### src/rtl/wp_pkg.sv
package wp_pkg;
    localparam int WORD_W = 32;
    localparam int BLK_W  = 2 * WORD_W;

    function automatic logic [WORD_W-1:0] byte_rev(input logic [WORD_W-1:0] w);
        logic [WORD_W-1:0] r;
        for (int i = 0; i < WORD_W / 8; i++) begin
            r[8*i +: 8] = w[WORD_W - 8*(i+1) +: 8];
        end
        return r;
    endfunction
endpackage

### src/rtl/wp_word_ring.sv
module wp_word_ring #(
    parameter int W        = 32,
    parameter int DEPTH    = 4,
    parameter int PUSH_MAX = 1,
    parameter int POP_MAX  = 2,
    localparam int PW      = $clog2(DEPTH),
    localparam int CW      = $clog2(DEPTH + 1)
) (
    input  logic                           clk,
    input  logic                           rst_n,
    input  logic                           flush,
    input  logic [1:0]                     push_n,
    input  logic [PUSH_MAX-1:0][W-1:0]     push_w,
    input  logic [1:0]                     pop_n,
    output logic [POP_MAX-1:0][W-1:0]      heads,
    output logic [CW-1:0]                  count
);
    typedef struct packed {
        logic [DEPTH-1:0][W-1:0] mem;
        logic [PW-1:0]           wp;
        logic [PW-1:0]           rp;
        logic [CW-1:0]           cnt;
    } ring_t;

    ring_t st_d, st_q;

    always_comb begin
        st_d = st_q;
        if (flush) begin
            st_d.wp  = '0;
            st_d.rp  = '0;
            st_d.cnt = '0;
        end else begin
            for (int i = 0; i < PUSH_MAX; i++) begin
                if (2'(i) < push_n) begin
                    st_d.mem[PW'(st_q.wp + PW'(i))] = push_w[i];
                end
            end
            st_d.wp  = st_q.wp + PW'(push_n);
            st_d.rp  = st_q.rp + PW'(pop_n);
            st_d.cnt = st_q.cnt + CW'(push_n) - CW'(pop_n);
        end
    end

    always_ff @(posedge clk or negedge rst_n) begin
        if (!rst_n) st_q <= '0;
        else        st_q <= st_d;
    end

    for (genvar g = 0; g < POP_MAX; g++) begin : g_head
        assign heads[g] = st_q.mem[PW'(st_q.rp + PW'(g))];
    end

    assign count = st_q.cnt;
endmodule

### src/rtl/wp_sticky.sv
module wp_sticky (
    input  logic clk,
    input  logic rst_n,
    input  logic clear,
    input  logic set,
    output logic flag
);
    logic flag_d, flag_q;

    always_comb begin
        flag_d = flag_q;
        if (clear)    flag_d = 1'b0;
        else if (set) flag_d = 1'b1;
    end

    always_ff @(posedge clk or negedge rst_n) begin
        if (!rst_n) flag_q <= 1'b0;
        else        flag_q <= flag_d;
    end

    assign flag = flag_q;
endmodule

### src/rtl/wp_data_port.sv
module wp_data_port
    import wp_pkg::*;
#(
    parameter int BLK_DEPTH = 2
) (
    input  logic              clk,
    input  logic              rst_n,
    input  logic              start,
    input  logic              in_swap,
    input  logic              out_swap,
    input  logic              blk_swap,
    input  logic              wr_en,
    input  logic [WORD_W-1:0] wr_data,
    input  logic              rd_en,
    output logic [WORD_W-1:0] rd_data,
    output logic              in_empty,
    output logic              in_full,
    output logic              in_err,
    output logic              out_empty,
    output logic              out_full,
    output logic              out_err,
    output logic              blk_out_valid,
    input  logic              blk_out_ready,
    output logic [BLK_W-1:0]  blk_out_data,
    input  logic              blk_in_valid,
    output logic              blk_in_ready,
    input  logic [BLK_W-1:0]  blk_in_data
);
    localparam int WORDS = 2 * BLK_DEPTH;
    localparam int CW    = $clog2(WORDS + 1);

    typedef struct packed {
        logic [1:0]        in_push;
        logic [1:0]        in_pop;
        logic [1:0]        out_push;
        logic [1:0]        out_pop;
        logic              in_err_set;
        logic              out_err_set;
        logic [WORD_W-1:0] in_word;
        logic [WORD_W-1:0] out_first;
        logic [WORD_W-1:0] out_second;
    } ctl_t;

    ctl_t ctl;

    logic [0:0][WORD_W-1:0] in_push_w;
    logic [1:0][WORD_W-1:0] in_heads;
    logic [1:0][WORD_W-1:0] out_push_w;
    logic [0:0][WORD_W-1:0] out_heads;
    logic [CW-1:0]          in_cnt;
    logic [CW-1:0]          out_cnt;

    always_comb begin
        ctl = '0;
        in_empty      = (in_cnt == '0);
        in_full       = (in_cnt == CW'(WORDS));
        out_empty     = (out_cnt == '0);
        out_full      = (out_cnt == CW'(WORDS));
        blk_out_valid = (in_cnt >= CW'(2));
        blk_in_ready  = (out_cnt <= CW'(WORDS - 2)) && !start;

        ctl.in_word = in_swap ? byte_rev(wr_data) : wr_data;
        if (!start) begin
            if (wr_en && !in_full)                     ctl.in_push = 2'd1;
            if (blk_out_valid && blk_out_ready)        ctl.in_pop  = 2'd2;
            if (blk_in_valid && blk_in_ready)          ctl.out_push = 2'd2;
            if (rd_en && !out_empty)                   ctl.out_pop = 2'd1;
            ctl.in_err_set  = wr_en && in_full;
            ctl.out_err_set = rd_en && out_empty;
        end

        ctl.out_first  = blk_swap ? blk_in_data[WORD_W-1:0] : blk_in_data[BLK_W-1:WORD_W];
        ctl.out_second = blk_swap ? blk_in_data[BLK_W-1:WORD_W] : blk_in_data[WORD_W-1:0];

        blk_out_data = blk_swap ? {in_heads[1], in_heads[0]} : {in_heads[0], in_heads[1]};
        if (out_empty)     rd_data = '0;
        else if (out_swap) rd_data = byte_rev(out_heads[0]);
        else               rd_data = out_heads[0];
    end

    assign in_push_w[0]  = ctl.in_word;
    assign out_push_w[0] = ctl.out_first;
    assign out_push_w[1] = ctl.out_second;

    wp_word_ring #(.W(WORD_W), .DEPTH(WORDS), .PUSH_MAX(1), .POP_MAX(2)) u_in_ring (
        .clk(clk), .rst_n(rst_n), .flush(start),
        .push_n(ctl.in_push), .push_w(in_push_w),
        .pop_n(ctl.in_pop), .heads(in_heads), .count(in_cnt)
    );

    wp_word_ring #(.W(WORD_W), .DEPTH(WORDS), .PUSH_MAX(2), .POP_MAX(1)) u_out_ring (
        .clk(clk), .rst_n(rst_n), .flush(start),
        .push_n(ctl.out_push), .push_w(out_push_w),
        .pop_n(ctl.out_pop), .heads(out_heads), .count(out_cnt)
    );

    wp_sticky u_in_err (
        .clk(clk), .rst_n(rst_n), .clear(start), .set(ctl.in_err_set), .flag(in_err)
    );

    wp_sticky u_out_err (
        .clk(clk), .rst_n(rst_n), .clear(start), .set(ctl.out_err_set), .flag(out_err)
    );
endmodule

### config.mk
export PLATFORM = sky130hd
export DESIGN_NAME = wp_data_port
export DESIGN_NICKNAME = d
export VERILOG_FILES = /design/src/rtl/wp_pkg.sv /design/src/rtl/wp_word_ring.sv /design/src/rtl/wp_sticky.sv /design/src/rtl/wp_data_port.sv
export SDC_FILE = /design/constraint.sdc
export NUM_CORES = 1
export LEC_CHECK = 0
export BUFFER_PORTS_ARGS = -buffer_cell sky130_fd_sc_hd__buf_2
export CORE_MARGIN = 8
export CORE_UTILIZATION = 40
export DETAILED_ROUTE_END_ITERATION = 10
export GPL_TIMING_DRIVEN = 0
export PLACE_DENSITY_LB_ADDON = 0.1
export SLEW_MARGIN = 20
export SYNTH_ARGS = -nofsm -noshare
export SYNTH_HDL_FRONTEND = slang
export SYNTH_SLANG_ARGS = --single-unit
export TNS_END_PERCENT = 10
### constraint.sdc
create_clock -name clk -period 3.4 [get_ports clk]
set_input_delay 1.02 -clock clk [delete_from_list [all_inputs] [get_ports clk]]
set_output_delay 1.02 -clock clk [all_outputs]
set_load 0.02 [all_outputs]
Word-level counts from Yosys, hierarchy flattened

Index checks and enable logic that the tools add are counted.

Input bits: 106
Memories kept: 0
Logic and storage cells: 96
Memory bits (read-only): 0
Flip-flop bits (word level): 272
Output and inout bits: 104
Memory bits (writable): 0
Bits in latches: 0

Divide/modulo/power cells: 0
Equality and inequality tests: 2
Add/sub/neg operators: 10
Bitwise gates (word level): 1
Shifts and indexed selects: 0
Magnitude comparators: 14
Reductions and logical operators: 18
Multiply operators: 0
Multiplexer cells: 35

Operators by type and width:

| kind                                                              | count |
|---|---|
| bitwise mux 128 bit                                               | 3 |
| 2-to-1 mux 128 bit                                                | 3 |
| 2-to-1 mux 32 bit                                                 | 11 |
| binary-select mux 32 bit (select 2 bit)                           | 3 |
| demux 32 bit (select 2 bit)                                       | 3 |
| 2-to-1 mux 64 bit                                                 | 1 |
| less-than comparator 2 x 3 -> 1 bit, second input constant        | 6 |
| 2-to-1 mux 7 bit                                                  | 2 |
| logical AND 1 bit                                                 | 10 |
| 2-to-1 mux 9 bit                                                  | 1 |
| adder 2 bit                                                       | 3 |
| equality test 3 bit, second input constant                        | 2 |
| greater-or-equal comparator 2 x 1 -> 1 bit, second input constant | 3 |
| zero test 3 bit                                                   | 2 |
| 2-to-1 mux 1 bit                                                  | 6 |
| subtractor 3 x 2 -> 3 bit                                         | 2 |
| adder 2 x 1 -> 2 bit, second input constant                       | 2 |
| less-than comparator 1 x 2 -> 1 bit, first input constant         | 2 |
| 2-to-1 mux 2 bit                                                  | 2 |
| nonzero test 2 bit                                                | 2 |
| adder 3 x 1 -> 3 bit                                              | 1 |
| adder 3 x 2 -> 3 bit                                              | 1 |
| greater-or-equal comparator 3 x 2 -> 1 bit, second input constant | 1 |
| less-or-equal comparator 3 x 2 -> 1 bit, second input constant    | 1 |
| other kinds (5)                                                   | 7 |

Depth between registers and ports, before layout

Gate-level depths: netlist (run 1).

Word-level depth: 10
Depth in mapped cells: 8
Depth with buffers taken out: 7

Hierarchy

Synthesis (run 1) repeated with hierarchy kept, for this count alone.

Cells, all modules: 1262
Area total of the unflattened synthesis: 16834.9 µm²

Modules (own cells, without submodules):

| module                     | seq. area each (µm²) | cells each | area each (µm²) | instances |
|---|---|---|---|---|
| wp_word_ring at u_out_ring | 3378.2               | 607        | 7374.6          | 1 |
| wp_word_ring at u_in_ring  | 3378.2               | 388        | 6776.5          | 1 |
| wp_data_port               | 0.0                  | 263        | 2613.8          | 1 |
| wp_sticky                  | 25.0                 | 2          | 35.0            | 2 |

Worst setup path before layout (run 1)

No wires, ideal clock.

Kind: input to output
Start: in blk_swap
End: out blk_out_data[23]
Required time: 2380 ps
Setup slack: 218 ps
Path buffers: 3
Cell stages on the path: 4
Arrival time: 2162 ps
Cells stage by stage: buf_2 > buf_2 > clkbuf_1 > mux4_2

Cells in the longest elaborated chain, start to end: 1

RTL lines:

| what              | RTL line           | text |
|---|---|---|
| from (decl)       | wp_data_port.sv:11 | `input logic blk_swap,` |
| 2-to-1 mux 64 bit | wp_data_port.sv:75 | `blk_out_data = blk_swap ? {in_heads[1], in_heads[0]} : {in_heads[0], in_heads[1]};` |
| to (decl)         | wp_data_port.sv:24 | `output logic [BLK_W-1:0] blk_out_data,` |

Every way passes these cells.

Worst setup path in the final report (run 1)

Start: reg u_out_ring.st_q[3] (netlist name)
End: out rd_data[10]

Cells in the longest elaborated chain, start to end: 4

RTL lines:

| what                                    | RTL line           | text |
|---|---|---|
| from (decl)                             | wp_word_ring.sv:25 | `ring_t st_d, st_q;` |
| from (signal assigned)                  | wp_word_ring.sv:47 | `else st_q <= st_d;` |
| binary-select mux 32 bit (select 2 bit) | wp_word_ring.sv:51 | `assign heads[g] = st_q.mem[PW'(st_q.rp + PW'(g))];` |
| 2-to-1 mux 32 bit (not written as such) | wp_word_ring.sv:51 |  |
| 2-to-1 mux 32 bit                       | wp_data_port.sv:77 | `else if (out_swap) rd_data = byte_rev(out_heads[0]);` |
| 2-to-1 mux 32 bit                       | wp_data_port.sv:76 | `if (out_empty) rd_data = '0;` |
| to (decl)                               | wp_data_port.sv:15 | `output logic [WORD_W-1:0] rd_data,` |

Every way passes these cells. The select of a mux whose other input is x is not followed.

==> impl_metrics.tcl, run 1 <==
set metrics [dict create \
    vias 8782 \
    synthesis.nets 991 \
    most-common-layout-cells "305 x mux2_2, 269 x dfrtp_1, 216 x buf_2" \
    route.antenna.remaining_nets 0 \
    dpl.hpwl_mm 26.5 \
    drv.max_cap_violation_count 0 \
    viasPerCell 5.48 \
    post_synth_num_cell_types 33 \
    powerDensity_nw_per_um2 881 \
    clock_tree.htree_level_count 2 \
    cts_sinks 270 \
    synth-edff-count 0 \
    die-area_um2 41400 \
    synth.ff_latch_count 270 \
    synth.top_cell.area_share 0.481 \
    netlist_top_cells_area "dfrtp_1 48%, mux2_2 24%, mux4_2 15%" \
    finalSetupTns_ns 0 \
    type_of_the_worst_setup_path "reg2out" \
    ys_seq_area_frac 0.481 \
    design.core.area_um2 34500 \
    asyncSetResetFlopFracSynth 1.00 \
    clk_pin_slew_ns 0.06 \
    routed_wl_mm 37.1 \
    ys_warn_count 0 \
    route.detailed.wl_per_inst_um 23.1 \
    ratio_of_cells_with_drive_above_1_in_the_final_layout 0.656 \
    fin_crit_ns 3.33 \
    cts.root.buffer_cell "clkbuf_16" \
    worst-endpoint-arrival_ns 2.31 \
    total_power_w 0.0150 \
    fillerInstances 3087 \
    hold_path_class "in2async" \
    count_of_standard_cell_rows 68 \
    timing.hold.ws_ns 0.486 \
    groute.usage.overall 0.179 \
    drt-initial-drc-count 370 \
    die-width_um 203 \
    post_synthesis_average_cell_area_um2 16.0 \
    critPathCaptureType "output pin" \
    die-height_um 203 \
    final_report_setup_violation_count 0 \
    fin_skew_ns 0.0124 \
    outcome "finished clean" \
    tritoncts.num_buffers 35 \
    area.growth.synth_to_final_pct 21.0 \
    fmaxAchievable_ghz 0.301 \
    num-nets-final 1236 \
    first_pass_iters 4 \
    timing.final.crit_share 0.978 \
    ys_dominant_reg_cell "dfrtp_1" \
    yosysTopAreaCell "dfrtp_1" \
    syn_inst 877 \
    crit_path_max_fanout 10 \
    rsz0062_at_grt "true" \
    max-slew-margin-rel 0.478 \
    worst-slew-pin-transition_ns 0.782 \
    start_util 0.407 \
    top_level_ports 210 \
    port-buffer-count 206 \
    first_global_vias 9639 \
    number_of_antenna_violations_at_the_first_check_in_global_routing 6 \
    ctsLongestPathBuffers 3 \
    syn_area_um2 14100 \
    clkLatencyLatePin_ns 0.50 \
    cp_data_required_time_ns 2.38 \
    placed_area_um2 15700 \
    fin_area_um2 17000 \
    startpoint_type "register" \
    drc_errors 0 \
    timing.final.max_slew_violations 0 \
    grt_start_max_net_pins 95 \
    postLayoutCoreUtil 0.492 \
    grt-ovfl-total 0 \
    finalWeightedCongestion 0.753 \
    grt_pass1_wl_mm 58.1 \
    final_common_cell "mux2_2" \
    leakagePower_nw 7.58 \
    tritoncts_clock_tree "done" \
    hold_viol_final 0 \
    power.ir.vdd_worst_mv 0.502 \
]
[stage by stage]
step                      instances  setup WS [ns]
final                          1603         0.0747
after global routing           1602        -0.0192
after CTS                      1599        0.00288
after detailed placement       1540         -0.517
after global placement         1538          -4.05
after floorplan                 877          0.218
[worst max-delay path: stages, from the launching register on]
cell	delay, ns
dfrtp_2	0.47
buf_4	0.29
mux4_2	0.59
a22o_1	0.28
buf_2	0.16
[path summary, 6_finish.rpt]
path                                     startpoint              endpoint  slack, ns  depth (start not counted)
worst max-delay path             u_out_ring.st_q[3]           rd_data[10]       0.07                          4
max in group asynchronous                     rst_n   u_out_ring.st_q[83]       1.49                          3
worst max register to register  u_out_ring.count[2]  u_out_ring.st_q[108]       1.31                          4
worst min-delay path                          rst_n    u_in_ring.st_q[32]       0.49                          1
min in group clk                u_out_ring.st_q[56]   u_out_ring.st_q[56]       0.50                          1
worst min register to register  u_out_ring.st_q[56]   u_out_ring.st_q[56]       0.50                          1
[layer usage]
layer / up-vias / wire, um / global-route usage
li1: 3866 / - / -
met1: 4594 / 16100 / 0.237
met2: 251 / 17900 / 0.293
met3: 65 / 2270 / 0.0430
met4: 6 / 750 / 0.0451
met5: - / 35 / 0
[cell families after synthesis]
family	synth area share
buf+inv	0.0257
xor+xnor	0.00436
fa+ha+maj	0.00712
flops	0.481
simple gates	0.0151
mux	0.444
compound gates	0.0235
[final cells by class]
class	count	area [um^2]	share of cell area
inverter	6	22.5	0.00132
tap	455	569	0.0335
sequential	270	6760	0.397
buffer	67	413	0.0243
clock buffer	53	1070	0.0627
clock inverter	7	115	0.00677
multi-input combinational	533	6950	0.409
antenna	3	7.51	0.000441
timing repair buffer	209	1100	0.0649
[synthesized netlist by cell type (3+ instances only)]
cell type,instances
mux2_4,30
a21oi_1,3
buf_6,4
clkbuf_1,19
mux4_2,96
a22o_1,32
mux2_2,305
xor2_1,3
buf_4,6
xnor2_1,4
buf_2,25
dfrtp_1,270
ha_1,8
inv_1,6
nor2b_1,5
mux2_1,17
nor2_1,12
buf_1,14
[power by group]
group          internal [W]  total, W  leakage, nW  switching [W]
clock               0.00238   0.00375        0.573        0.00137
sequential          0.00454   0.00534         3.34       0.000795
combinational       0.00309   0.00590         3.66        0.00280
total                0.0100    0.0150         7.58        0.00497
[what timing repair did]
action | in CTS | in global routing
hold buffers | 0 | 0
resized for setup | 34 | 7
setup endpoints to repair | 92 | 67
endpoints found under the hold margin | 0 | 0
setup buffers | 0 | 1
pin swaps | 1 | 1
Power figures use the tool's default switching activity.
==> run 2: changes to the inputs <==
--- a/config.mk
+++ b/config.mk
@@ -11,8 +11,10 @@
 export DETAILED_ROUTE_END_ITERATION = 10
 export GPL_TIMING_DRIVEN = 0
 export PLACE_DENSITY_LB_ADDON = 0.1
+export SETUP_SLACK_MARGIN = 0.5
 export SLEW_MARGIN = 20
 export SYNTH_ARGS = -nofsm -noshare
 export SYNTH_HDL_FRONTEND = slang
+export SYNTH_HIERARCHICAL = 1
 export SYNTH_SLANG_ARGS = --single-unit
 export TNS_END_PERCENT = 10
==> run 2 against run 1 <==
Critical endpoint is now rd_data[7]. Critical path depth increased by 2. Cell count increased by 31%. Clock power decreased by 9.3%. Sequential cell count increased by 2. First-iteration DRC count increased to 2.7 times the previous value. Hold slack got worse by 0.26 ns. Sequential share of layout area decreased by 7.2 points. Synthesized area increased by 20%. Highest routed layer unchanged. Clock-buffer cell count decreased by 8.
==> impl_metrics.tcl, run 2 <==
set metrics [dict create \
    routed_wl_mm 56.4 \
    finalSetupTns_ns 0 \
    rsz0062_at_grt "true" \
    finalWeightedCongestion 0.857 \
    synth.top_cell.area_share 0.404 \
    drc_errors 0 \
    timing.final.crit_share 0.980 \
    drt-initial-drc-count 1006 \
    cts-hold-fix-buffers 0 \
    die-area_um2 48900 \
    hold_viol_final 0 \
    post_synthesis_average_cell_area_um2 13.3 \
    antennaDiodeCount 0 \
    syn_area_um2 16800 \
    vias 12658 \
    ys_warn_count 6 \
    route.antenna.remaining_nets 0 \
    design.core.area_um2 41800 \
    first_global_vias 13609 \
    dpl.hpwl_mm 38.3 \
    ctsLongestPathBuffers 3 \
    ratio_of_cells_with_drive_above_1_in_the_final_layout 0.537 \
    final_report_setup_violation_count 0 \
    synth-edff-count 0 \
    critPathCaptureType "output pin" \
    max-slew-margin-rel 0.495 \
    fin_area_um2 20900 \
    ys_seq_area_frac 0.404 \
    final_common_cell "dfrtp_1" \
    fin_skew_ns 0.0131 \
    cp_data_required_time_ns 2.38 \
    power.ir.vdd_worst_mv 0.575 \
    outcome "finished clean" \
    critical_path.reg2reg.endpoint "u_out_ring/st_q[54]" \
    drv.max_cap_violation_count 0 \
    crit_path_max_fanout 7 \
    cts_sinks 272 \
    postLayoutCoreUtil 0.501 \
    largest_registers_in_the_final_layout "u_in_ring/st_q: 132 flops, u_out_ring/st_q: 132 flops" \
    ys_dominant_reg_cell "dfrtp_1" \
    clkLatencyLatePin_ns 0.58 \
    cts.root.buffer_cell "clkbuf_16" \
    first_pass_iters 5 \
    cp-startpoint "u_out_ring/st_q[3]" \
    timing.final.max_slew_violations 0 \
    synth.ff_latch_count 272 \
    grt_start_max_net_pins 95 \
    worst_reg2reg_setup_slack_ns 0.73 \
    worstRegToRegCells 7 \
    grt_pass1_wl_mm 85.3 \
    most-common-layout-cells "271 x dfrtp_1, 214 x mux2_2, 151 x buf_2" \
    num-nets-final 1651 \
    route.detailed.wl_per_inst_um 26.9 \
    port-buffer-count 206 \
    post_synth_num_cell_types 45 \
    tritoncts.num_buffers 31 \
    fmaxAchievable_ghz 0.300 \
    powerDensity_nw_per_um2 886 \
    placed_area_um2 18700 \
    placed_cells 2022 \
    timing.rr.start "u_out_ring/count[1]" \
    area.growth.synth_to_final_pct 24.2 \
    number_of_antenna_violations_at_the_first_check_in_global_routing 2 \
    leakagePower_nw 9.02 \
    tritoncts_clock_tree "done" \
    top_level_ports 210 \
    grt-ovfl-total 0 \
    clk_pin_slew_ns 0.06 \
    fillerInstances 3699 \
    groute.usage.overall 0.223 \
    startpoint_type "register" \
    hold_path_class "in2async" \
    fin_crit_ns 3.33 \
    clock_tree.htree_level_count 1 \
    type_of_the_worst_setup_path "reg2out" \
    layout.cells.non_filler 2095 \
    die-width_um 221 \
    netlist_top_cells_area "dfrtp_1 40%, mux2_2 19%, mux4_2 13%" \
    synth.top_cells.by_count "278 x mux2_2, 272 x dfrtp_1, 107 x nor2_1, 96 x mux4_2, 65 x a211oi_1" \
    yosysMostFrequentCell "mux2_2" \
    die-height_um 221 \
    viasPerCell 6.04 \
    asyncSetResetFlopFracSynth 1.00 \
    start_util 0.403 \
    count_of_standard_cell_rows 75 \
    yosysTopAreaCell "dfrtp_1" \
    worst-endpoint-arrival_ns 2.31 \
    syn_inst 1262 \
    worst-slew-pin-transition_ns 0.758 \
]
-- run 2: final cells by class --
| type | instances | area (um^2) | area share |
|---|---|---|---|
| Inverter | 44 | 165 | 0.00790 |
| Multi-Input combinational cell | 827 | 9320 | 0.446 |
| Tap cell | 539 | 674 | 0.0323 |
| Timing Repair Buffer | 226 | 1850 | 0.0883 |
| Clock inverter | 11 | 134 | 0.00640 |
| Clock buffer | 45 | 868 | 0.0415 |
| Buffer | 131 | 1090 | 0.0523 |
| Sequential cell | 272 | 6810 | 0.326 |
-- run 2: report_power, final --
group | internal (W) | switching (W)
Sequential | 0.00471 | 0.000956
Combinational | 0.00499 | 0.00447
Clock | 0.00199 | 0.00141
-- run 2: kinds of logic after synthesis --
| group | Yosys count | share of synthesized area |
|---|---|---|
| multiplexers | 416 | 0.340 |
| flip-flops | 272 | 0.404 |
| AO/OA/AOI/OAI | 228 | 0.131 |
| buffers and inverters | 175 | 0.0606 |
| AND/OR/NAND/NOR | 144 | 0.0444 |
| XOR/XNOR | 14 | 0.00818 |
| adder cells (fa/ha/maj) | 12 | 0.0107 |
| other | 1 | 0.000223 |
-- run 2: critical path, stage by stage (launching register included) --
cell and delay (ns):
dfrtp_1 0.39, buf_12 0.17, buf_12 0.14, mux4_2 0.57
mux2i_1 0.20, nor2_1 0.09, buf_4 0.16
-- run 2: timing repair --
item | 4_1_cts | 5_1_grt
endpoints found under the hold margin | 0 | 0
pin swaps | 0 | 29
setup endpoints to repair | 127 | 157
cloned | 1 | 4
gates resized for setup | 59 | 248
setup buffers | 5 | 7
-- run 2: worst max-delay path by stage --
| stage | slack (ns) | to | depth (start not counted) |
|---|---|---|---|
| floorplan | 0.51 | u_out_ring/count[2] | 8 |
| global placement | -4.20 | u_in_ring/st_q[120] | 1 |
| detailed placement | -0.24 | u_in_ring/st_q[67] | 6 |
| CTS | 0.02 | rd_data[3] | 6 |
| global route | -0.005 | rd_data[13] | 6 |
| finish | 0.07 | rd_data[7] | 6 |
-- run 2: stage by stage --
step                      power [W]  setup WS (ns)  hold WS, ns
after floorplan              0.0112          0.514        0.470
after global placement       0.0135          -4.20        0.465
after detailed placement     0.0136         -0.242        0.471
after CTS                    0.0172         0.0222        0.196
after global routing         0.0196       -0.00451        0.203
final                        0.0185         0.0678        0.221
-- run 2: metal layers --
layer  share of wire  wire (um)  track usage
met1            0.42      23600        0.291
met2            0.49      27600        0.374
met3           0.062       3500       0.0399
met4           0.029       1620       0.0669
met5         0.00048         27            0
